**src/rtl/dual_word_loader.sv**
```systemverilog
module dual_word_loader #(
  parameter int WORD_W      = 12,
  parameter int BUS_W       = 12,
  parameter int SYNC_STAGES = 2
) (
  input  logic              clk,
  input  logic              rst_n,
  input  logic              wr_n,
  input  logic              sel_a_n,
  input  logic              sel_b_n,
  input  logic [BUS_W-1:0]  bus_d,
  output logic [WORD_W-1:0] word_a,
  output logic [WORD_W-1:0] word_b,
  output logic              done_a,
  output logic              done_b
);
  localparam int DLY = SYNC_STAGES + 1;

  logic [SYNC_STAGES:0] wr_p, sa_p, sb_p;
  logic [WORD_W-1:0]    dpipe [DLY];

  always_ff @(posedge clk or negedge rst_n) begin
    if (!rst_n) begin
      wr_p <= '1;
      sa_p <= '1;
      sb_p <= '1;
    end else begin
      wr_p <= {wr_p[SYNC_STAGES-1:0], wr_n};
      sa_p <= {sa_p[SYNC_STAGES-1:0], sel_a_n};
      sb_p <= {sb_p[SYNC_STAGES-1:0], sel_b_n};
    end
  end

  always_ff @(posedge clk or negedge rst_n) begin
    if (!rst_n) begin
      for (int i = 0; i < DLY; i++) dpipe[i] <= '0;
    end else begin
      dpipe[0] <= bus_d[WORD_W-1:0];
      for (int i = 1; i < DLY; i++) dpipe[i] <= dpipe[i-1];
    end
  end

  logic wr_now, wr_prev, sa_now, sa_prev, sb_now, sb_prev;
  assign wr_now  = wr_p[SYNC_STAGES-1];
  assign wr_prev = wr_p[SYNC_STAGES];
  assign sa_now  = sa_p[SYNC_STAGES-1];
  assign sa_prev = sa_p[SYNC_STAGES];
  assign sb_now  = sb_p[SYNC_STAGES-1];
  assign sb_prev = sb_p[SYNC_STAGES];

  logic cap_a, cap_b;
  assign cap_a = !(sa_prev || wr_prev) && (sa_now || wr_now);
  assign cap_b = !(sb_prev || wr_prev) && (sb_now || wr_now);

  always_ff @(posedge clk or negedge rst_n) begin
    if (!rst_n) begin
      word_a <= '0;
      word_b <= '0;
      done_a <= 1'b0;
      done_b <= 1'b0;
    end else begin
      done_a <= cap_a;
      done_b <= cap_b;
      if (cap_a) word_a <= dpipe[DLY-1];
      if (cap_b) word_b <= dpipe[DLY-1];
    end
  end
endmodule

```
**config.mk**
```make
export PLATFORM = sky130hd
export DESIGN_NAME = dual_word_loader
export DESIGN_NICKNAME = d
export VERILOG_FILES = /design/src/rtl/dual_word_loader.sv
export SDC_FILE = /design/constraint.sdc
export NUM_CORES = 1
export LEC_CHECK = 0
export ABC_AREA = 0
export ABC_CLOCK_PERIOD_IN_PS = 1500
export BUFFER_PORTS_ARGS = -buffer_cell sky130_fd_sc_hd__buf_4
export CELL_PAD_IN_SITES_DETAIL_PLACEMENT = 2
export CELL_PAD_IN_SITES_GLOBAL_PLACEMENT = 2
export CORE_AREA = 2 2 78 80
export CTS_BUF_LIST = sky130_fd_sc_hd__clkbuf_16
export DETAILED_ROUTE_END_ITERATION = 6
export DIE_AREA = 0 0 80 82
export PLACE_DENSITY_LB_ADDON = 0.2
export SYNTH_ARGS = -nofsm -noshare
export SYNTH_HDL_FRONTEND = slang
export SYNTH_SLANG_ARGS = --single-unit
```
**constraint.sdc**
```tcl
create_clock -name clk -period 1.5 [get_ports clk]
set_input_delay 0.075 -clock clk [delete_from_list [all_inputs] [get_ports clk]]
set_output_delay 0.075 -clock clk [all_outputs]
set_load 0.1 [all_outputs]
```
==> results.sh <==
export IMPL_status="complete, no violations"
export IMPL_hold_slack_ns=0.212
export IMPL_period_needed_ns=1.40
export IMPL_slew_headroom=0.768
export IMPL_path_clk_slew_ns=0.05
export IMPL_core_area_um2=5750
export IMPL_cts_buffers=9
export IMPL_wl_um=4230
export IMPL_h_tree_depth=3
export IMPL_synth_nets=119
export IMPL_r2r_end="word_a[3]$_DFFE_PN0P_"
export IMPL_dp_hpwl_um=2610
export IMPL_max_stage_delay_ns=0.55
export IMPL_drtAntennaViolNets=0
export IMPL_grt_util_all_layers=0.156
export IMPL_final_core_util=0.534
export IMPL_leakagePower_nw=1.44
export IMPL_antenna_found_initial=0
export IMPL_regToRegSetupSlack_ns=0.1
export IMPL_drive_gt1_frac=0.531
export IMPL_worst_ir_drop_vdd_mv=0.721
export IMPL_synth_area_top_cells="dfrtp_1, dfstp_2, mux2_2"
export IMPL_setup_tns_ns=0
export IMPL_grt_pass1_wl_um=6960
export IMPL_syn2layout_area_growth_pct=42.7
export IMPL_synth_top_area_share=0.721
export IMPL_netlist_instances=102
export IMPL_clock_skew_ns=0.00621
export IMPL_arrival_ns=1.61
export IMPL_powerDensity_nw_per_um2=1820
export IMPL_overflow=0
export IMPL_r2r_start="wr_p[1]$_DFF_PN1_"
export IMPL_cts_resized_gates=0
export IMPL_firstDrtPassIters=2
export IMPL_first_global_vias=1301
export IMPL_fmax_mhz=712
export IMPL_reg2reg_depth=4
export IMPL_clockRootBuffer="clkbuf_16"
export IMPL_dr_total_vias=1086
export IMPL_die_y_um=82
export IMPL_crit_path_start_kind="flop"
export IMPL_yosysSeqAreaShare=0.831
export IMPL_hold_viol_final=0
export IMPL_fin_crit_sh=0.937
export IMPL_die_area_um2=6560
export IMPL_synth_edf_count=0
export IMPL_cts_tree="yes"
export IMPL_clock_path_buffers=2
export IMPL_seq_area_um2=1790
export IMPL_setup_violations=0
export IMPL_io_buffer_count=42
export IMPL_clock_sinks=71
export IMPL_drc_errors=0
export IMPL_synthFlopType="dfrtp_1"
export IMPL_slew_violations=0
export IMPL_synth_seq_cells=71
export IMPL_core_rowCount=28
export IMPL_yosysWarnings=0
export IMPL_placed_area_um2=2630
export IMPL_fp_dieW_um=80
export IMPL_end_kind="flop"
export IMPL_yosysMostFrequentCell="dfrtp_1"
export IMPL_final_area_um2=3070
export IMPL_grt_max_degree=30
export IMPL_multi_input_area_um2=337
export IMPL_worstSkewPairLatency_ns=0.32
export IMPL_vias_per_cell=4.28
export IMPL_ys_async_sr_fraction=1.00
export IMPL_path_cells="nor2_1 > nor3_4 > buf_12 > mux2_2"
export IMPL_yosys_area_top_type="dfrtp_1"
export IMPL_rsz0062_at_grt="no"
export IMPL_worst_pin_slew_ns=0.347
export IMPL_worst_setup_path_type="reg2reg"
export IMPL_fill_cells=522
export IMPL_slowest_stage="dfstp_2"
export IMPL_ys_top_cells_by_count="dfrtp_1, mux2_2, dfstp_2, mux2_4"
export IMPL_drtIter0Drc=21
export IMPL_synthesis_area_um2=2150
export IMPL_initial_core_util=0.374
export IMPL_routedWlPerCell_um=16.7
export IMPL_place_congestion=0.608
export IMPL_hold_path_class="in2async"
export IMPL_drv_cap=0
export IMPL_antenna_cells=0
export IMPL_ys_types=9
export IMPL_ios=43
export IMPL_nets=191
export IMPL_critPathMaxFanout=13
export IMPL_syn_area_per_cell_um2=21.1
export IMPL_timing_critical_path_required_ns=1.70
[metrics by stage]
step / setup slack, ns / std cells / power, mW
2_1_floorplan: 0.125 / 102 / 3.25
3_3_place_gp: 0.145 / 222 / 3.58
3_5_place_dp: 0.0872 / 222 / 3.61
4_1_cts: 0.0731 / 254 / 5.69
5_1_grt: 0.0408 / 254 / 5.83
6_report: 0.0952 / 254 / 5.59
[kinds of logic (layout without fill, tap and decap cells)]
family	Yosys count	in the layout	synth area share
flops	71	71	0.831
buf+inv	3	80	0.0122
simple gates	3	3	0.0111
compound gates	1	1	0.00407
mux	24	24	0.141
[cells in the final DEF (no fill, tap or decap)]
cell type	count
buf_12	4
buf_4	43
bufinv_16	1
clkbuf_16	9
clkinv_1	1
clkinv_2	2
clkinvlp_4	1
dfrtp_1	62
dfstp_2	9
dlygate4sd3_1	16
inv_1	3
mux2_2	15
mux2_4	9
nor2_1	2
nor3_4	1
o21ai_2	1
[cell type report]
class                           instances  area share
Inverter                                1     0.00122
Timing Repair Buffer                   63       0.183
Tap cell                               75      0.0306
Multi-Input combinational cell         28       0.110
Sequential cell                        71       0.583
Clock buffer                            9      0.0734
Clock inverter                          7      0.0192
[how the worst max path moves through the flow]
stage	startpoint	end	slack [ns]	depth (start not counted)
final	wr_p[1]$_DFF_PN1_	word_a[3]$_DFFE_PN0P_	0.1	4
after detailed placement	wr_p[1]$_DFF_PN1_	word_a[9]$_DFFE_PN0P_	0.09	4
after CTS	wr_p[1]$_DFF_PN1_	word_a[3]$_DFFE_PN0P_	0.07	4
after global placement	wr_p[1]$_DFF_PN1_	word_a[3]$_DFFE_PN0P_	0.14	4
after floorplan	wr_p[1]$_DFF_PN1_	word_a[10]$_DFFE_PN0P_	0.13	4
after global routing	wr_p[1]$_DFF_PN1_	word_a[9]$_DFFE_PN0P_	0.04	4
[timing repair]
item	CTS	global route
hold buffers	16	0
setup buffers	0	0
hold endpoints to repair	69	0
[state kept, by name, summed over array words and instances, names as in the netlist]
signal and flops:
word_b 12, dpipe 36, sb_p 3, done_b 1, sa_p 3, done_a 1
word_a 12, wr_p 3
[routing by layer]
metal	global-route usage	up-vias	wire [um]
met1	0.176	563	1730
met2	0.258	32	2230
met5	0	-	0
met3	0.0659	8	188
met4	0.0712	0	85
li1	-	483	-
[worst max-delay path: cells and delay by family, from the launching register on]
family / cells / cell delay (ns)
mux: 1 / 0.34
buf+inv: 1 / 0.17
flops: 1 / 0.55
simple gates: 2 / 0.23
[report_power, final]
| group | total (mW) | switching [mW] | internal (mW) |
|---|---|---|---|
| clock network | 1.99 | 0.728 | 1.26 |
| logic | 1.39 | 1.05 | 0.345 |
| registers | 2.21 | 0.101 | 2.11 |
Power figures use the tool's default switching activity.
